--- config.mk ---
export PLATFORM = sky130hd
export DESIGN_NAME = setcache_store
export DESIGN_NICKNAME = d
export VERILOG_FILES = /design/src/rtl/setcache_pkg.sv /design/src/rtl/setcache_ctrl.sv /design/src/rtl/setcache_datapath.sv /design/src/rtl/setcache_store.sv
export SDC_FILE = /design/constraint.sdc
export NUM_CORES = 1
export LEC_CHECK = 0
export BUFFER_PORTS_ARGS = -buffer_cell sky130_fd_sc_hd__buf_2
export CELL_PAD_IN_SITES_DETAIL_PLACEMENT = 1
export CELL_PAD_IN_SITES_GLOBAL_PLACEMENT = 2
export CORE_ASPECT_RATIO = 2
export CORE_UTILIZATION = 47
export CTS_CLUSTER_SIZE = 40
export DETAILED_ROUTE_END_ITERATION = 8
export PLACE_DENSITY = 0.82
export SYNTH_ARGS = -nofsm -noshare
export SYNTH_HDL_FRONTEND = slang
export SYNTH_HIERARCHICAL = 1
export SYNTH_SLANG_ARGS = --single-unit
--- constraint.sdc ---
create_clock -name clk -period 7.07 [get_ports clk]
set_input_delay 2.121 -clock clk [delete_from_list [all_inputs] [get_ports clk]]
set_output_delay 2.121 -clock clk [all_outputs]
set_load 0.005 [all_outputs]
--- src/rtl/setcache_pkg.sv ---
package setcache_pkg;

  localparam logic [31:0] MISS_WORD = 32'hDEADBEEF;

  // strobes the control hands to the datapath each cycle
  typedef struct packed {
    logic doFill;
    logic doLookup;
  } cacheStrobesT;

endpackage

--- src/rtl/setcache_ctrl.sv ---
module setcache_ctrl
  import setcache_pkg::*;
#(
  parameter int NUM_WAYS = 2
) (
  input  logic                clk,
  input  logic                rst_n,
  input  logic                lkValid,
  input  logic                fillValid,
  input  logic [NUM_WAYS-1:0] setValid,
  output cacheStrobesT        strobes,
  output logic [NUM_WAYS-1:0] fillWayOH
);

  logic anyFree;

  always_comb begin
    strobes.doFill   = fillValid;
    strobes.doLookup = lkValid;
  end

  // victim choice: lowest free way, else way 0
  always_comb begin
    fillWayOH = '0;
    anyFree   = 1'b0;
    for (int w = 0; w < NUM_WAYS; w++) begin
      if (!setValid[w] && !anyFree) begin
        fillWayOH[w] = 1'b1;
        anyFree      = 1'b1;
      end
    end
    if (!anyFree) fillWayOH[0] = 1'b1;
  end


  free_way_lowest_chk: assert property (@(posedge clk) disable iff (!rst_n)
    (strobes.doFill && !(&setValid)) |->
      (((fillWayOH & setValid) == '0) &&
       (((fillWayOH - NUM_WAYS'(1)) & ~setValid) == '0)));


  full_set_way0_chk: assert property (@(posedge clk) disable iff (!rst_n)
    (strobes.doFill && (&setValid)) |-> (fillWayOH == NUM_WAYS'(1)));


  single_way_chk: assert property (@(posedge clk) disable iff (!rst_n)
    strobes.doFill |-> ($countones(fillWayOH) == 1));

endmodule

--- src/rtl/setcache_datapath.sv ---
module setcache_datapath
  import setcache_pkg::*;
#(
  parameter int NUM_SETS    = 4,
  parameter int NUM_WAYS    = 2,
  parameter int BLOCK_BYTES = 4,
  parameter int TAG_W       = 8,
  localparam int IDX_W      = $clog2(NUM_SETS),
  localparam int OFF_W      = $clog2(BLOCK_BYTES),
  localparam int BLK_W      = BLOCK_BYTES * 8
) (
  input  logic                clk,
  input  logic                rst_n,
  input  cacheStrobesT        strobes,
  input  logic [NUM_WAYS-1:0] fillWayOH,
  input  logic [IDX_W-1:0]    fillIndex,
  input  logic [TAG_W-1:0]    fillTag,
  input  logic [BLK_W-1:0]    fillData,
  input  logic [IDX_W-1:0]    lkIndex,
  input  logic [TAG_W-1:0]    lkTag,
  input  logic [OFF_W-1:0]    lkOffset,
  output logic [NUM_WAYS-1:0] setValid,
  output logic                rspValid,
  output logic                rspHit,
  output logic [31:0]         rspData
);

  logic [NUM_WAYS-1:0] validQ [NUM_SETS];
  logic [TAG_W-1:0]    tagQ   [NUM_SETS][NUM_WAYS];
  logic [BLK_W-1:0]    dataQ  [NUM_SETS][NUM_WAYS];

  logic [NUM_WAYS-1:0] hitVec;
  logic [BLK_W-1:0]    wayData [NUM_WAYS];
  logic [BLK_W-1:0]    selBlock;
  logic                anyHit;
  logic [7:0]          selByte;
  logic                fillSeenQ;

  assign setValid = validQ[fillIndex];

  // per-way tag compare and storage
  for (genvar w = 0; w < NUM_WAYS; w++) begin : g_way
    assign hitVec[w]  = validQ[lkIndex][w] && (tagQ[lkIndex][w] == lkTag);
    assign wayData[w] = dataQ[lkIndex][w];

    always_ff @(posedge clk) begin
      if (strobes.doFill && fillWayOH[w]) begin
        tagQ[fillIndex][w]  <= fillTag;
        dataQ[fillIndex][w] <= fillData;
      end
    end
  end

  // lowest matching way wins
  always_comb begin
    selBlock = '0;
    anyHit   = 1'b0;
    for (int w = NUM_WAYS - 1; w >= 0; w--) begin
      if (hitVec[w]) begin
        selBlock = wayData[w];
        anyHit   = 1'b1;
      end
    end
  end

  assign selByte = selBlock[int'(lkOffset) * 8 +: 8];

  always_ff @(posedge clk) begin
    if (!rst_n) begin
      for (int s = 0; s < NUM_SETS; s++) validQ[s] <= '0;
      fillSeenQ <= 1'b0;
    end else if (strobes.doFill) begin
      validQ[fillIndex] <= validQ[fillIndex] | fillWayOH;
      fillSeenQ         <= 1'b1;
    end
  end

  always_ff @(posedge clk) begin
    if (!rst_n) begin
      rspValid <= 1'b0;
      rspHit   <= 1'b0;
      rspData  <= MISS_WORD;
    end else begin
      rspValid <= strobes.doLookup;
      if (strobes.doLookup) begin
        rspHit  <= anyHit;
        rspData <= anyHit ? {24'd0, selByte} : MISS_WORD;
      end
    end
  end


  rsp_follows_req_chk: assert property (@(posedge clk) disable iff (!rst_n)
    strobes.doLookup |=> rspValid);


  no_spurious_rsp_chk: assert property (@(posedge clk) disable iff (!rst_n)
    !strobes.doLookup |=> !rspValid);


  miss_marker_chk: assert property (@(posedge clk) disable iff (!rst_n)
    (rspValid && !rspHit) |-> (rspData == MISS_WORD));


  hit_zero_ext_chk: assert property (@(posedge clk) disable iff (!rst_n)
    (rspValid && rspHit) |-> (rspData[31:8] == 24'd0));


  no_hit_before_fill_chk: assert property (@(posedge clk) disable iff (!rst_n)
    rspHit |-> fillSeenQ);

endmodule

--- src/rtl/setcache_store.sv ---
module setcache_store
  import setcache_pkg::*;
#(
  parameter int NUM_SETS    = 4,
  parameter int NUM_WAYS    = 2,
  parameter int BLOCK_BYTES = 4,
  parameter int TAG_W       = 8,
  localparam int IDX_W      = $clog2(NUM_SETS),
  localparam int OFF_W      = $clog2(BLOCK_BYTES),
  localparam int BLK_W      = BLOCK_BYTES * 8
) (
  input  logic             clk,
  input  logic             rst_n,
  input  logic             lkValid,
  input  logic [IDX_W-1:0] lkIndex,
  input  logic [TAG_W-1:0] lkTag,
  input  logic [OFF_W-1:0] lkOffset,
  input  logic             fillValid,
  input  logic [IDX_W-1:0] fillIndex,
  input  logic [TAG_W-1:0] fillTag,
  input  logic [BLK_W-1:0] fillData,
  output logic             rspValid,
  output logic             rspHit,
  output logic [31:0]      rspData
);

  cacheStrobesT        strobes;
  logic [NUM_WAYS-1:0] fillWayOH;
  logic [NUM_WAYS-1:0] setValid;

  setcache_ctrl #(.NUM_WAYS(NUM_WAYS)) u_ctrl (
    .clk       (clk),
    .rst_n     (rst_n),
    .lkValid   (lkValid),
    .fillValid (fillValid),
    .setValid  (setValid),
    .strobes   (strobes),
    .fillWayOH (fillWayOH)
  );

  setcache_datapath #(
    .NUM_SETS    (NUM_SETS),
    .NUM_WAYS    (NUM_WAYS),
    .BLOCK_BYTES (BLOCK_BYTES),
    .TAG_W       (TAG_W)
  ) u_dp (
    .clk       (clk),
    .rst_n     (rst_n),
    .strobes   (strobes),
    .fillWayOH (fillWayOH),
    .fillIndex (fillIndex),
    .fillTag   (fillTag),
    .fillData  (fillData),
    .lkIndex   (lkIndex),
    .lkTag     (lkTag),
    .lkOffset  (lkOffset),
    .setValid  (setValid),
    .rspValid  (rspValid),
    .rspHit    (rspHit),
    .rspData   (rspData)
  );

endmodule

==> metrics.yaml <==
placement:
  gp_congestion: 0.7731
  port_buffers: 84
  place_area_sq_mm: 0.01418
  dp.cells: 1062
  hpwl_um: 18180
sta:
  holdWs_ps: 487.2
  worstMarginPinSlew_ps: 1279
  max_freq_mhz: 193.3
  fin_crit_ps: 5172
  maxSlewViolCount: 0
  hold_viol_final: 0
  slew-limit-headroom_pct: 14.55
  rsz0062_at_grt: "false"
  finalSetupViolations: 0
  final.setup.tns_ps: 0
  finalClockSkew_ps: 13.41
  min_period_over_period_pct: 73.15
finish:
  n_antenna_cell: 0
  design_area_sq_mm: 0.01508
  layout.nets: 794
  areaGrowthSynthToFinish_pct: 11.73
  layout_common_cells: "328 x edfxtp_1, 82 x buf_2, 75 x mux4_2"
  final_common_cell: "edfxtp_1"
  drive_above_1_share_pct: 30.91
  final_core_util_pct: 53.49
  final_cells: 1113
  fillerInstances: 2500
clocking:
  cts.hold.buffers_added: 0
  numCtsBuffers: 28
  clk_pin_slew_ps: 70
  cts_tree: "yes"
  clock_insertion_delay_worst_skew_ps: 560
  clockRootBuffer: "clkbuf_16"
  cts_sinks: 339
  post_cts_buffers: 0
  post_cts_resized: 0
  cts_htree_levels: 1
  clock_path_buffers: 3
pwr:
  power.density_mw_per_mm2: 266.9
  peakVddDrop_v: 0.0002283
  p_leak_nw: 4.949
floorplanning:
  die_x_um: 121.8
  rows: 87
  pin_count: 92
  core_sq_mm: 0.02819
  die_h_um: 241.7
  die_area_sq_mm: 0.02944
  start_util_pct: 47.87
critical_path:
  r2r_end: "u_dp/rspData[0]"
  critPathCaptureType: "register"
  critPathLaunchType: "input pin"
  reg2reg_setup_slack_ps: 4040
  r2r_start: "u_dp/tagQ[2][2]"
  cp.arrival_ps: 5600
  r2r_cells: 8
  path_class: "input pin to register"
  crit_path_max_fanout: 44
  worstPathRequired_ps: 7500
status:
  status: "finished clean"
global_route:
  overflow: 0
  grt_pass1_wl_um: 43060
  grt_use_total_pct: 20.48
  grt_max_degree: 52
  antenna_found_initial: 1
  grt_pass1_vias: 7001
yosys:
  synthTopCellsByArea: "edfxtp_1 73%, mux4_2 13%, mux2i_1 3.1%"
  synth-seq-cells: 339
  seq_area_frac_synth_pct: 74.61
  netlist_area_sq_mm: 0.01350
  ys_warn_count: 6
  synthesis.instances: 661
  ys_types: 41
  syn_area_per_cell_sq_um: 20.42
  netlist.area_leader.share_pct: 72.98
  synth_area_leader_cell: "edfxtp_1"
route:
  viasPerCell: 5.734
  drt_first_pass_iters: 4
  ant_nets: 0
  wl_per_cell_um: 26.21
  drt_wl_total_um: 29170
  drt_iter0_markers: 401
  vias: 6382
  drc: 0
worst_hold_path:
  hp-class: "register to register"
  min-delay-start: "u_dp/rspHit"
  min_to: "u_dp/rspHit"
  holdPathStages: 2
run:
  maxCapViolCount: 0
registers in the layout (all words and copies together), names as in the netlist:
register	cells
u_dp/rspValid	1
u_dp/dataQ	256
u_dp/rspHit	1
u_dp/validQ	8
u_dp/tagQ	64
u_dp/rspData	9
kinds of logic after synthesis:
| group | after synthesis | share of synthesized area (%) |
|---|---|---|
| compound gates | 27 | 1.632 |
| buf+inv | 62 | 2.753 |
| simple gates | 85 | 3.189 |
| mux | 127 | 16.49 |
| other cells | 1 | 0.02778 |
| xor+xnor | 20 | 1.298 |
| flops | 339 | 74.61 |
area by class of cell:
class	count	area (sq um)	area share, %
flip-flops and latches	339	10070	66.78
multi-input cells	266	3133	20.78
clock buffers	34	744.5	4.937
repair buffers	96	515.5	3.419
well taps	356	445.4	2.954
clock inverters	17	152.6	1.012
inverters	5	18.77	0.1245
per-layer routing:
| layer | vias up | GRT usage, % | wire length, um |
|---|---|---|---|
| met3 | 70 | 2.736 | 1294 |
| met1 | 3338 | 23.40 | 10530 |
| li1 | 2792 | - | - |
| met2 | 180 | 36.97 | 16040 |
| met4 | 2 | 9.695 | 1298 |
| met5 | - | 0 | 11 |
power breakdown:
part	switching [mW]	total, mW	internal, mW	leakage [nW]
clock	0.691	1.52	0.829	0.432
combinational	0.144	0.236	0.0927	1.44
sequential	0.0134	2.27	2.26	3.08
total	0.848	4.03	3.18	4.95
worst max path at each step:
stage	startpoint	endpoint	slack [ps]	cells after the start
after detailed placement	lkIndex[1]	u_dp/rspData[4]	1380	10
final	lkIndex[1]	u_dp/rspData[4]	1900	10
after CTS	lkIndex[1]	u_dp/rspData[4]	1970	10
after global placement	lkIndex[1]	u_dp/rspData[4]	1570	10
after floorplan	fillIndex[0]	u_dp/dataQ[0][0]	600	5
after global routing	lkIndex[1]	u_dp/rspData[4]	1810	10
through the flow:
stage / total power [mW] / setup WS (ps)
after floorplan: 2.456 / 597.7
after CTS: 4.063 / 1966
after global placement: 2.539 / 1572
after global routing: 4.129 / 1805
after detailed placement: 2.552 / 1381
final: 4.025 / 1898
critical path, cell delays in order:
cell and delay (ps):
buf_4 540, buf_4 390, mux2i_1 250, xnor2_1 100, nor4_1 410, mux2i_1 250
nor2_2 690, mux4_2 590, o21bai_1 140, o22ai_1 90
synthesized netlist by cell type:
library cell	count
a2111oi_4	1
a211oi_1	6
a21boi_0	1
a21oi_1	2
a221oi_1	1
a32o_1	1
and2_1	1
buf_1	8
buf_2	9
buf_4	28
buf_6	3
clkbuf_1	9
conb_1	1
dfxtp_1	11
edfxtp_1	328
inv_1	5
mux2_2	9
mux2_4	1
mux2i_1	42
mux4_2	75
nand2_1	24
nand2b_1	5
nand3_1	2
nand4_1	1
nor2_1	21
nor2_2	1
nor2b_1	1
nor3_1	4
nor3b_1	13
nor4_1	10
nor4b_1	1
o211a_1	1
o211ai_1	4
o21ai_0	4
o21bai_1	2
o22ai_1	2
o31ai_1	1
o32ai_2	1
or2_1	1
xnor2_1	14
xor2_1	6
No activity file was read; power rests on OpenSTA's default activity.
